### src/rtl/alu_flag_pkg.sv
package alu_flag_pkg;

  typedef enum logic [2:0] {
    OP_ADD  = 3'b000,
    OP_ADC  = 3'b001,
    OP_SUB  = 3'b010,
    OP_AND  = 3'b011,
    OP_OR   = 3'b100,
    OP_XOR  = 3'b101,
    OP_RSV6 = 3'b110,
    OP_RSV7 = 3'b111
  } opcode_e;

  typedef enum logic [2:0] {
    PICK_SUM,
    PICK_AND,
    PICK_OR,
    PICK_XOR,
    PICK_ZERO
  } pick_e;

  // strobes from control to datapath
  typedef struct packed {
    logic  invertB;
    logic  carryOne;
    logic  carryFromFlag;
    pick_e pick;
    logic  wrArith;
    logic  wrLogic;
  } strobe_t;

  typedef struct packed {
    logic c;
    logic z;
    logic n;
    logic v;
    logic h;
  } flags_t;

endpackage

### src/rtl/alu_flag_ctrl.sv
module alu_flag_ctrl
  import alu_flag_pkg::*;
(
  input  logic       clk,
  input  logic       rstN,
  input  logic [2:0] opcode,
  input  logic       flagWe,
  output strobe_t    strobe
);

  opcode_e opSel;
  assign opSel = opcode_e'(opcode);

  always_comb begin
    strobe      = '0;
    strobe.pick = PICK_ZERO;
    case (opSel)
      OP_ADD: begin
        strobe.pick    = PICK_SUM;
        strobe.wrArith = flagWe;
      end
      OP_ADC: begin
        strobe.pick          = PICK_SUM;
        strobe.carryFromFlag = 1'b1;
        strobe.wrArith       = flagWe;
      end
      OP_SUB: begin
        strobe.pick     = PICK_SUM;
        strobe.invertB  = 1'b1;
        strobe.carryOne = 1'b1;
        strobe.wrArith  = flagWe;
      end
      OP_AND: begin
        strobe.pick    = PICK_AND;
        strobe.wrLogic = flagWe;
      end
      OP_OR: begin
        strobe.pick    = PICK_OR;
        strobe.wrLogic = flagWe;
      end
      OP_XOR: begin
        strobe.pick    = PICK_XOR;
        strobe.wrLogic = flagWe;
      end
      default: begin
        strobe.pick = PICK_ZERO;
      end
    endcase
  end

  // no flag write strobe without the enable
  a_r11_no_write_without_enable: assert property (@(posedge clk) disable iff (!rstN)
    !flagWe |-> !(strobe.wrArith || strobe.wrLogic));

  // reserved codes never raise a write strobe
  a_r5_reserved_no_write: assert property (@(posedge clk) disable iff (!rstN)
    (opcode[2:1] == 2'b11) |-> !(strobe.wrArith || strobe.wrLogic));

  a_r10_single_write_kind: assert property (@(posedge clk) disable iff (!rstN)
    $onehot0({strobe.wrArith, strobe.wrLogic}));

endmodule

### src/rtl/alu_flag_datapath.sv
module alu_flag_datapath
  import alu_flag_pkg::*;
#(
  parameter int WIDTH = 8
) (
  input  logic             clk,
  input  logic             rstN,
  input  logic [WIDTH-1:0] opA,
  input  logic [WIDTH-1:0] opB,
  input  strobe_t          strobe,
  output logic [WIDTH-1:0] result,
  output flags_t           flagQ
);

  localparam int HalfIdx = WIDTH / 2;   // carry into the upper half
  localparam int MsbIdx  = WIDTH - 1;

  logic [WIDTH-1:0] bMux;
  logic [WIDTH-1:0] sumVec;
  logic [WIDTH:0]   carryVec;
  flags_t           flagD;

  // conditional inversion array for subtraction
  assign bMux        = opB ^ {WIDTH{strobe.invertB}};
  assign carryVec[0] = strobe.carryOne | (strobe.carryFromFlag & flagQ.c);

  // ripple-carry chain
  for (genvar i = 0; i < WIDTH; i++) begin : g_bit
    assign sumVec[i]     = opA[i] ^ bMux[i] ^ carryVec[i];
    assign carryVec[i+1] = (opA[i] & bMux[i]) | (carryVec[i] & (opA[i] ^ bMux[i]));
  end

  // all units in parallel, opcode picks
  always_comb begin
    case (strobe.pick)
      PICK_SUM: result = sumVec;
      PICK_AND: result = opA & opB;
      PICK_OR:  result = opA | opB;
      PICK_XOR: result = opA ^ opB;
      default:  result = '0;
    endcase
  end

  always_comb begin
    flagD.c = carryVec[WIDTH];
    flagD.z = ~|result;
    flagD.n = result[MsbIdx];
    flagD.v = carryVec[WIDTH] ^ carryVec[MsbIdx];
    flagD.h = carryVec[HalfIdx];
  end

  always_ff @(posedge clk) begin
    if (!rstN) begin
      flagQ <= '0;
    end else if (strobe.wrArith) begin
      flagQ <= flagD;
    end else if (strobe.wrLogic) begin
      flagQ.z <= flagD.z;
      flagQ.n <= flagD.n;
      flagQ.v <= 1'b0;
    end
  end

  // flags hold when nothing writes them
  a_r11_flags_hold: assert property (@(posedge clk) disable iff (!rstN)
    !(strobe.wrArith || strobe.wrLogic) |=> $stable(flagQ));

  // bitwise write keeps C and H, clears V
  a_r10_logic_keeps_ch: assert property (@(posedge clk) disable iff (!rstN)
    strobe.wrLogic |=> (flagQ.c == $past(flagQ.c)) && (flagQ.h == $past(flagQ.h)) && !flagQ.v);

  // overflow matches the sign rule on the adder inputs and output
  a_r8_signed_overflow: assert property (@(posedge clk) disable iff (!rstN)
    strobe.wrArith |=> flagQ.v == (($past(opA[MsbIdx]) == $past(bMux[MsbIdx])) &&
                                   ($past(result[MsbIdx]) != $past(opA[MsbIdx]))));

  // zero and negative track the written result
  a_r7_zero_negative: assert property (@(posedge clk) disable iff (!rstN)
    (strobe.wrArith || strobe.wrLogic) |=>
      (flagQ.z == ($past(result) == '0)) && (flagQ.n == $past(result[MsbIdx])));

endmodule

### src/rtl/alu_flag_unit.sv
module alu_flag_unit
  import alu_flag_pkg::*;
#(
  parameter int WIDTH = 8
) (
  input  logic             clk,
  input  logic             rstN,
  input  logic [WIDTH-1:0] opA,
  input  logic [WIDTH-1:0] opB,
  input  logic [2:0]       opcode,
  input  logic             flagWe,
  output logic [WIDTH-1:0] result,
  output logic             flagC,
  output logic             flagZ,
  output logic             flagN,
  output logic             flagV,
  output logic             flagH
);

  strobe_t strobe;
  flags_t  flagQ;

  alu_flag_ctrl u_ctrl (
    .clk    (clk),
    .rstN   (rstN),
    .opcode (opcode),
    .flagWe (flagWe),
    .strobe (strobe)
  );

  alu_flag_datapath #(.WIDTH(WIDTH)) u_dp (
    .clk    (clk),
    .rstN   (rstN),
    .opA    (opA),
    .opB    (opB),
    .strobe (strobe),
    .result (result),
    .flagQ  (flagQ)
  );

  assign flagC = flagQ.c;
  assign flagZ = flagQ.z;
  assign flagN = flagQ.n;
  assign flagV = flagQ.v;
  assign flagH = flagQ.h;

  // reserved opcodes give zero and leave the flags alone
  a_r5_reserved_zero: assert property (@(posedge clk) disable iff (!rstN)
    (opcode[2:1] == 2'b11) |-> (result == '0));

  a_r5_reserved_hold: assert property (@(posedge clk) disable iff (!rstN)
    (opcode[2:1] == 2'b11) |=> $stable({flagC, flagZ, flagN, flagV, flagH}));

endmodule

### config.mk
export PLATFORM = sky130hd
export DESIGN_NAME = alu_flag_unit
export DESIGN_NICKNAME = d
export VERILOG_FILES = /design/src/rtl/alu_flag_pkg.sv /design/src/rtl/alu_flag_ctrl.sv /design/src/rtl/alu_flag_datapath.sv /design/src/rtl/alu_flag_unit.sv
export SDC_FILE = /design/constraint.sdc
export NUM_CORES = 1
export LEC_CHECK = 0
export BUFFER_PORTS_ARGS = -buffer_cell sky130_fd_sc_hd__buf_4
export CAP_MARGIN = 20
export CORE_ASPECT_RATIO = 0.7
export CORE_MARGIN = 5
export CORE_UTILIZATION = 45
export CTS_CLUSTER_DIAMETER = 150
export DETAILED_ROUTE_END_ITERATION = 8
export PLACE_DENSITY = 0.71
export SETUP_SLACK_MARGIN = 0.05
export SKIP_CTS_REPAIR_TIMING = 1
export SYNTH_ARGS = -nofsm -noshare
export SYNTH_HDL_FRONTEND = slang
export SYNTH_SLANG_ARGS = --single-unit
### constraint.sdc
create_clock -name clk -period 26.2 [get_ports clk]
set_clock_uncertainty 0.1 [all_clocks]
set_input_delay 6.55 -clock clk [delete_from_list [all_inputs] [get_ports clk]]
set_output_delay 6.55 -clock clk [all_outputs]
set_load 0.05 [all_outputs]
# Word level (Yosys, flattened, before mapping)
# Index checks and enable logic that the tools add are counted.
[word_totals] rom_bits=0 output_inout_bits=13 elab_cells=75 regBits=5 inputBits=22 ramBits=0 latchBits=0 mem_count=0
[op_classes] n_div=0 magnitude_cmp=0 eq_ne=8 mux=8 n_addsub=0 n_shift=0 bitwise_logic=47 n_reduce_logical=7 n_mul=0
[op_table] operator="$pmux 8 s4" n=1
[op_table] operator="$and 1x1->1" n=17
[op_table] operator="$xor 1x1->1" n=17
[op_table] operator="$xor 8x8->8" n=2
[op_table] operator="$eq 3x2->1 const B" n=4
[op_table] operator="$pmux 3 s4" n=1
[op_table] operator="$or 1x1->1" n=9
[op_table] operator="$and 8x8->8" n=1
[op_table] operator="$or 8x8->8" n=1
[op_table] operator="$reduce_or 8->1" n=1
[op_table] operator="$eq 3x1->1 const B" n=2
[op_table] operator="$eq 3x3->1 const B" n=2
[op_table] operator="$logic_not 3->1" n=2
[op_table] operator="$mux 3" n=2
[op_table] operator="$reduce_or 3->1" n=2
[op_table] operator="$mux 1" n=3
[op_table] operator="$mux 2" n=1
[op_table] operator="$reduce_bool 2->1" n=1
[op_table] operator="$logic_not 1->1" n=1

# Longest topological paths before layout
# Gate-level depths: netlist of run 1.
[logic_depth] word_depth=24 ltp_mapped=19 ltp_nobuf=18

# By module
# From an unflattened synthesis of run 1, not the netlist that was laid out.
[hier_totals] hier_cells=149 area_unflattened_um2=1209.9
[by_module_without_submodules] module="alu_flag_datapath" instances=1 cells_each=137 seq_area_each_um2=100.1 area_each_um2=1131.1
[by_module_without_submodules] module="alu_flag_ctrl" instances=1 cells_each=12 seq_area_each_um2=0.0 area_each_um2=78.8

# Worst setup path before layout of run 1
# No wires, ideal clock.
[synth_path] kind="input -> output" start="input opcode[0]" end="output result[7]" stages=19 arrival_ps=10771 path_buffers=2 required_ps=19550 setup_slack_ps=8779 path_cell_list="buf_2 -> nand2b_1 -> nor2_2 -> xnor2_1 -> fa_1 -> fa_1 -> fa_1 -> fa_1 -> fa_1 -> inv_1 -> fa_1 -> fa_1 -> inv_1 -> fa_1 -> nand2b_1 -> nor2_1 -> a211oi_2 -> inv_1 -> buf_4"
[synth_rtl] element="start, declared" line="alu_flag_unit.sv:10" source="input logic [2:0] opcode,"
[synth_rtl] element="end, declared" line="alu_flag_unit.sv:12" source="output logic [WIDTH-1:0] result,"

# Worst setup path in the final report of run 1
[layout_path] start="input opcode[0]" end="output result[7]"
[layout_between] elab_chain_cells=20 word_cells_on_any_way=48 classes_between="eq/ne: 8; mux: 4; bitwise: 33; reduce/logical: 3"
[layout_rtl] element="$eq 3x1->1 / $eq 3x2->1 (equally long branches)" line="alu_flag_ctrl.sv:17" source="case (opSel)"
[layout_rtl] element="$mux 1 / $mux 2 (equally long branches)" line="alu_flag_ctrl.sv:17"
[layout_rtl] element="$and 1x1->1 / $xor 8x8->8 (equally long branches)" line="alu_flag_datapath.sv:25, alu_flag_datapath.sv:24"
[layout_rtl] element="$or 1x1->1 / $xor 1x1->1 (equally long branches)" line="alu_flag_datapath.sv:25, alu_flag_datapath.sv:30"
[layout_rtl] element="$and 1x1->1" line="alu_flag_datapath.sv:30" source="assign carryVec[i+1] = (opA[i] & bMux[i]) | (carryVec[i] & (opA[i] ^ bMux[i]));"
[layout_rtl] element="$or 1x1->1" line="alu_flag_datapath.sv:30"
[layout_rtl] element="$and 1x1->1" line="alu_flag_datapath.sv:30"
[layout_rtl] element="$or 1x1->1" line="alu_flag_datapath.sv:30"
[layout_rtl] element="[... 4 more ...]"
[layout_rtl] element="net u_dp.carryVec[4]" line="alu_flag_datapath.sv:20" source="logic [WIDTH:0] carryVec;"
[layout_rtl] element="$and 1x1->1 *" line="alu_flag_datapath.sv:30"
[layout_rtl] element="$or 1x1->1 *" line="alu_flag_datapath.sv:30"
[layout_rtl] element="$and 1x1->1 *" line="alu_flag_datapath.sv:30"
[layout_rtl] element="$or 1x1->1 *" line="alu_flag_datapath.sv:30"
[layout_rtl] element="$and 1x1->1 *" line="alu_flag_datapath.sv:30"
[layout_rtl] element="$or 1x1->1 *" line="alu_flag_datapath.sv:30"
[layout_rtl] element="$xor 1x1->1 *" line="alu_flag_datapath.sv:29" source="assign sumVec[i] = opA[i] ^ bMux[i] ^ carryVec[i];"
[layout_rtl] element="$pmux 8 s4 *" line="alu_flag_datapath.sv:35" source="case (strobe.pick)"
# Mark *: on every way through the listed nets, which the timed path passes. The rest lies on a longest branch.

==> results of run 1 <==
## metrics by stage
step	utilization	power [W]	worst slack [ns]
floorplan	-	0.00003499	8.779
global placement	0.5774	0.00004550	8.537
detailed placement	0.5774	0.00004593	8.332
finish	0.5955	0.00006029	8.291
global route	0.5955	0.00006463	8.062
CTS	0.5955	0.00006036	8.316
## metal layers
layer  wire length (um)  part of all wire  vias up
met3                264             0.083        2
met4                 24            0.0076        0
met1               1481              0.47      514
li1                   -                 -      558
met2               1396              0.44       59
met5                  0                 0        -
## worst max path at each step
stage                     startpoint        end  slack [ns]  depth (start not counted)
after global placement     opcode[0]  result[7]        8.54                         19
after detailed placement   opcode[0]  result[7]        8.33                         19
final                      opcode[0]  result[7]        8.29                         19
after CTS                  opcode[0]  result[7]        8.32                         19
after global routing       opcode[0]  result[7]        8.06                         19
after floorplan            opcode[0]  result[7]        8.78                         19
## placed cells by master, fill, tap and decap left out, drive strengths merged, types with 5 or more instances in the layout
| cell type | count |
|---|---|
| fa | 8 |
| nand2 | 13 |
| buf | 34 |
| nand3 | 5 |
| nor2b | 5 |
| nor2 | 9 |
| xnor2 | 8 |
| dfxtp | 5 |
| a21oi | 10 |
| inv | 23 |
| ha | 16 |
| mux2i | 5 |
| nand2b | 5 |
## kinds of logic (layout without fill, tap and decap cells)
family          Yosys count  in the layout  synth area share
simple gates             48             48            0.2168
compound gates           29             29            0.1768
buf+inv                  29             61            0.1105
fa+ha+maj                24             24            0.3032
xor+xnor                  9              9           0.06632
mux                       5              5           0.04211
flops                     5              5           0.08421
## cell type report
cell class | instances | area (um^2) | share of cell area
Clock buffer | 4 | 45.04 | 0.03030
Inverter | 23 | 86.33 | 0.05808
Multi-Input combinational cell | 115 | 957.2 | 0.6439
Sequential cell | 5 | 100.1 | 0.06734
Tap cell | 34 | 42.54 | 0.02862
Timing Repair Buffer | 34 | 255.2 | 0.1717
## critical path, delay by kind of cell
kind,cells,cell delay (ns)
xor+xnor,1,0.16
compound gates,1,0.26
simple gates,4,0.77
fa+ha+maj,8,2.90
buf+inv,5,0.60
## power by group through the flow
stage,sequential [W],combinational [W],clock [W]
2_1_floorplan,0.0000100,0.0000249,0
3_3_place_gp,0.00000851,0.0000370,0
3_5_place_dp,0.00000851,0.0000374,0
4_1_cts,0.00000843,0.0000377,0.0000142
5_1_grt,0.00000846,0.0000412,0.0000149
6_report,0.00000842,0.0000379,0.0000140
==> impl_metrics.tcl, run 1 <==
set metrics [dict create \
    run_status "finished, final reports clean" \
    worst-r2r-cell-count 17 \
    finalSetupViolCount 0 \
    critical-path-slowest-cell "fa_1" \
    die_area_mm2 0.003786 \
    timing.max_cap.violations 0 \
    powerDensity_mw_per_mm2 40.56 \
    power.sequential.fraction 0.140 \
    diodes 0 \
    vias 1133 \
    pin_count 35 \
    yosys.cell_types.count 38 \
    cp_cell_sequence "buf_4 -> nand2b_1 -> nor2_2 -> xnor2_1 -> fa_1 -> fa_1 -> fa_1 -> fa_1 -> fa_1 -> inv_1 -> fa_1 -> fa_1 -> inv_1 -> fa_1 -> nand2b_1 -> nor2_1 -> a211oi_2 -> inv_1 -> buf_4" \
    yosys_register_bits 5 \
    post-place-cells 211 \
    synth_ff_type "dfxtp_1" \
    htree_num_levels 1 \
    arrival_time_at_the_worst_endpoint_ns 11.26 \
    synthesis.yosys.warnings 0 \
    timing_worst_slew_pin_value_ns 0.5228 \
    initialDrtViolationCount 99 \
    worst_hold_slack_ns 0.3959 \
    unrepaired_setup_endpoints_after_global_routing "false" \
    routability_cong 0.9572 \
    grt_util_met3 0.03795 \
    synthArstFlopShare 0 \
    cts_sinks 5 \
    detailedRoute.firstPassIterationCount 4 \
    placement.io_buffers 34 \
    r2r-start "u_dp.flagQ[4]$_SDFFE_PN0P_" \
    critPathRequiredTime_ns 19.55 \
    crit_path_end_kind "output port" \
    max-clock-path-buffers 2 \
    route.detailed.wl_per_inst_um 14.73 \
    rows 15 \
    area_growth_pct 25.05 \
    hold-path-cell-count 2 \
    period_share 0.6836 \
    power.combinational.fraction 0.629 \
    max_freq_ghz 0.05584 \
    grt_pass1_vias 1114 \
    min_period_ns 17.91 \
    avgSynthCellArea_um2 7.977 \
    power_frac_clock 0.231 \
    biggestRegsByFlops "u_dp.flagQ: 5 flops" \
    core_mm2 0.002496 \
    place.detailed.hpwl_um 2581 \
    max-vdd-ir-drop_uv 18.83 \
    crit-reg2reg-capture "u_dp.flagQ[3]$_SDFFE_PN0P_" \
    finalMaxSlewViolations 0 \
    antenna_found_initial 0 \
    route.final.wire_length_um 3166 \
    largest_register_ffs 5 \
    vias_per_cell 5.270 \
    instances_no_fill 215 \
    gr-max-usage-layer "met2" \
    critical_path_most_common_cell "fa_1" \
    holdCritStartpoint "u_dp.flagQ[3]$_SDFFE_PN0P_" \
    switchingPower_w 0.00002735 \
    layout.cell_area.non_filler_mm2 0.001486 \
    yosysMostFrequentCell "inv_1" \
    net_count_of_the_mapped_netlist 195 \
    cts_made_buffers 3 \
    crit_path_max_fanout 26 \
    worst_skew_pair.late_latency_ns 0.22 \
    setup.worst_path.start_class "input pin" \
    gr-usage-met1 0.2480 \
    critical_path_class "input pin to output port" \
    synth_edf_count 0 \
    placed_area_mm2 0.001441 \
    initial_core_util 0.4762 \
    r2r_setup_slack_ns 21.79 \
    worst_slew_margin_rel 0.6511 \
    synth_top_cell_area_share 0.1684 \
    global_route.usage.total 0.1730 \
    groute.layer.met2.usage 0.2729 \
    post_synth_most_frequent_cells "inv_1, ha_1, nand2_1" \
    clock_tree_from_tritoncts "done" \
    post-route-drc-count 0 \
    pint_w 0.00003294 \
    clockRootBuffer "clkbuf_8" \
    die_height_um 53 \
    post_synth_main_area_contributors "ha_1, fa_1, dfxtp_1, inv_1, xnor2_1" \
    sequential_to_total_area_share_from_yosys_stat 0.08421 \
    fraction_of_final_layout_cells_with_drive_strength_greater_than_1 0.2431 \
    static-leakage-power_nw 0.7657 \
    netlist.top_cell.by_area "ha_1" \
    worst_hold_path.endpoint "u_dp.flagQ[3]$_SDFFE_PN0P_" \
    top_register "u_dp.flagQ" \
    grt_remaining_overflow 0 \
    clk_pin_slew_ns 0.03 \
    critical-path-max-stage-delay_ns 0.43 \
    chipWidth_um 71.43 \
    tns_ns 0 \
    hold_violations 0 \
    antenna_left 0 \
    synth.cell_area_mm2 0.001189 \
    netlist_instances 149 \
    power_switching_share 0.4536 \
    finalNetCount 228 \
    worst_hold_path_type "register to register" \
    grt_first_pass_wirelength_um 5112 \
    fillerInstances 227 \
    grt_start_max_net_pins 27 \
]
(Power assumes the default switching activity.)
==> run 2: changes to the inputs <==
ABC_AREA = 1   (was unset)
PLACE_DENSITY = 0.72   (was 0.71)
clock period = 17.03 ns   (was 26.2 ns; I/O delays follow)
==> run 2 against run 1 <==
Against the previous run:
- via count shrank 1.9%
- clock-buffer cell count is the same
- flip-flop and latch count is the same
- area after synthesis shrank 5.5%
- combinational power grew 40%
- global-route usage shrank 0.57 points
- total power grew 33%
- synthesized cell count grew 12%
- critical path type unchanged
==> impl_metrics.tcl, run 2 <==
set metrics [dict create \
    run_status "finished, final reports clean" \
    fraction_of_final_layout_cells_with_drive_strength_greater_than_1 0.2624 \
    hold-path-cell-count 2 \
    route.detailed.wl_per_inst_um 11.72 \
    crit-reg2reg-capture "u_dp.flagQ[3]$_SDFFE_PN0P_" \
    htree_num_levels 1 \
    synthesis.yosys.warnings 0 \
    net_count_of_the_mapped_netlist 213 \
    post_synth_most_frequent_cells "inv_1, nand2_1, ha_1" \
    critical_path_class "input pin to output port" \
    finalNetCount 249 \
    route.final.wire_length_um 2767 \
    largest_register_ffs 5 \
    sequential_to_total_area_share_from_yosys_stat 0.08909 \
    r2r_setup_slack_ns 12.80 \
    yosys.cell_types.count 22 \
    clockRootBuffer "clkbuf_4" \
    worst_hold_path_type "register to register" \
    vias 1112 \
    critPathRequiredTime_ns 12.67 \
    grt_start_max_net_pins 16 \
    crit_path_max_fanout 15 \
    synth_top_cell_area_share 0.1782 \
    core_mm2 0.002421 \
    worst_slew_margin_rel 0.7515 \
    initialDrtViolationCount 40 \
    period_share 0.7526 \
    holdCritStartpoint "u_dp.flagQ[4]$_SDFFE_PN0P_" \
    cts_sinks 5 \
    routability_cong 0.8107 \
    final.setup.worst_slack_ns 4.213 \
    post_synth_main_area_contributors "ha_1, fa_1, inv_1, nand2_1, dfxtp_1" \
    die_area_mm2 0.003612 \
    grt_pass1_vias 1140 \
    finalSetupViolCount 0 \
    die_height_um 51.81 \
    top_register "u_dp.flagQ" \
    synth.cell_area_mm2 0.001124 \
    cts_made_buffers 3 \
    mostFrequentLayoutCell "inv_1" \
    biggestRegsByFlops "u_dp.flagQ: 5 flops" \
    static-leakage-power_nw 0.8484 \
    unrepaired_setup_endpoints_after_global_routing "false" \
    pin_count 35 \
    hold_violations 0 \
    clock_tree_from_tritoncts "done" \
    clk_pin_slew_ns 0.05 \
    crit_path_end_kind "output port" \
    finalMaxSlewViolations 0 \
    post-route-drc-count 0 \
    worst_hold_path.endpoint "u_dp.flagQ[4]$_SDFFE_PN0P_" \
    rows 15 \
    max_freq_ghz 0.07802 \
    antenna_left 0 \
    synth_ff_type "dfxtp_1" \
    placement.io_buffers 34 \
    grt_first_pass_wirelength_um 4899 \
    timing_worst_slew_pin_value_ns 0.3724 \
    powerDensity_mw_per_mm2 55.97 \
    grt_remaining_overflow 0 \
    netlist_instances 167 \
    tns_ns 0 \
    netlist.top_cell.by_area "ha_1" \
    place.detailed.hpwl_um 2377 \
    antenna_found_initial 0 \
    diodes 0 \
    timing.max_cap.violations 0 \
    r2r-start "u_dp.flagQ[4]$_SDFFE_PN0P_" \
    detailedRoute.firstPassIterationCount 4 \
    min_period_ns 12.82 \
    yosys_register_bits 5 \
    final_core_util 0.5907 \
    vias_per_cell 4.712 \
    synthArstFlopShare 0 \
    arrival_time_at_the_worst_endpoint_ns 8.46 \
    chipWidth_um 69.73 \
    max-vdd-ir-drop_uv 36.60 \
    global_route.usage.total 0.1673 \
    avgSynthCellArea_um2 6.728 \
    worst-r2r-cell-count 19 \
    initial_core_util 0.4641 \
    area_growth_pct 27.28 \
    setup.worst_path.start_class "input pin" \
    synth_edf_count 0 \
    place_ws_ns 4.195 \
    yosysMostFrequentCell "inv_1" \
    worst_skew_pair.late_latency_ns 0.25 \
    layout_common_cells "inv_1, nand2_1, buf_4" \
    fillerInstances 243 \
    max-clock-path-buffers 2 \
]
==> run 2: cell types whose count changed after synthesis, sizes merged, moves of 6 or more <==
cell	change
nand2	+26
inv	+17
nor2	+8
xnor2	-8
xor2	+7
a21oi	-6
nand3	+6
==> run 2: worst max path at each step <==
stage               from         to  slack (ns)  cells past startpoint
2_1_floorplan  opcode[0]  result[7]        4.50                     19
3_3_place_gp   opcode[2]  result[7]        4.32                     19
3_5_place_dp   opcode[2]  result[7]        4.19                     19
4_1_cts        opcode[2]  result[7]        4.20                     19
5_1_grt        opcode[2]  result[7]        3.98                     19
6_report       opcode[2]  result[7]        4.21                     19
==> run 2: through the flow <==
step | hold slack [ns] | area [um^2] | total power, W | cells
after global routing | 0.4086 | 1430 | 0.00008760 | 236
after detailed placement | 0.3717 | 1404 | 0.00006608 | 232
after floorplan | 0.5851 | 1124 | 0.00004956 | 167
after global placement | 0.3704 | 1404 | 0.00006525 | 232
final | 0.3769 | 1430 | 0.00008005 | 236
after CTS | 0.3782 | 1430 | 0.00008090 | 236
==> run 2: worst max-delay path: stages <==
cell     delay (ns)
buf_4          0.18
inv_2          0.17
nand2_2        0.20
xor2_1         0.20
fa_1           0.42
fa_1           0.39
fa_1           0.39
fa_1           0.42
fa_1           0.37
inv_1          0.08
fa_1           0.18
fa_1           0.17
inv_1          0.07
fa_1           0.43
nand3_1        0.09
nand2_1        0.07
nor2_2         0.15
inv_1          0.05
buf_4          0.18
==> run 2: cell families after synthesis <==
logic type / Yosys count / share of synthesized area
AND/OR/NAND/NOR: 78 / 0.3319
AO/OA/AOI/OAI: 9 / 0.04677
flip-flops: 5 / 0.08909
adder cells (fa/ha/maj): 24 / 0.3207
XOR/XNOR: 8 / 0.06236
buffers and inverters: 43 / 0.1492
==> run 2: report_power, final <==
part | internal (W) | total, W | switching, W | leakage (nW)
registers | 0.0000125 | 0.0000129 | 0.000000380 | 0.0409
logic | 0.0000186 | 0.0000529 | 0.0000343 | 0.793
clock network | 0.00000889 | 0.0000143 | 0.00000542 | 0.0150
==> run 2: final cells by class <==
| cell class | instances | area [um^2] | share of cell area |
|---|---|---|---|
| inverter | 40 | 150.1 | 0.1050 |
| multi-input combinational | 119 | 855.8 | 0.5984 |
| timing repair buffer | 34 | 255.2 | 0.1785 |
| clock buffer | 4 | 26.28 | 0.01837 |
| tap | 34 | 42.54 | 0.02975 |
| sequential | 5 | 100.1 | 0.06999 |
==> run 2: routing by layer <==
layer	GRT usage	share of wire
met1	0.2254	0.48
met2	0.2832	0.47
met3	0.03475	0.049
met4	0.02866	0
met5	0	0
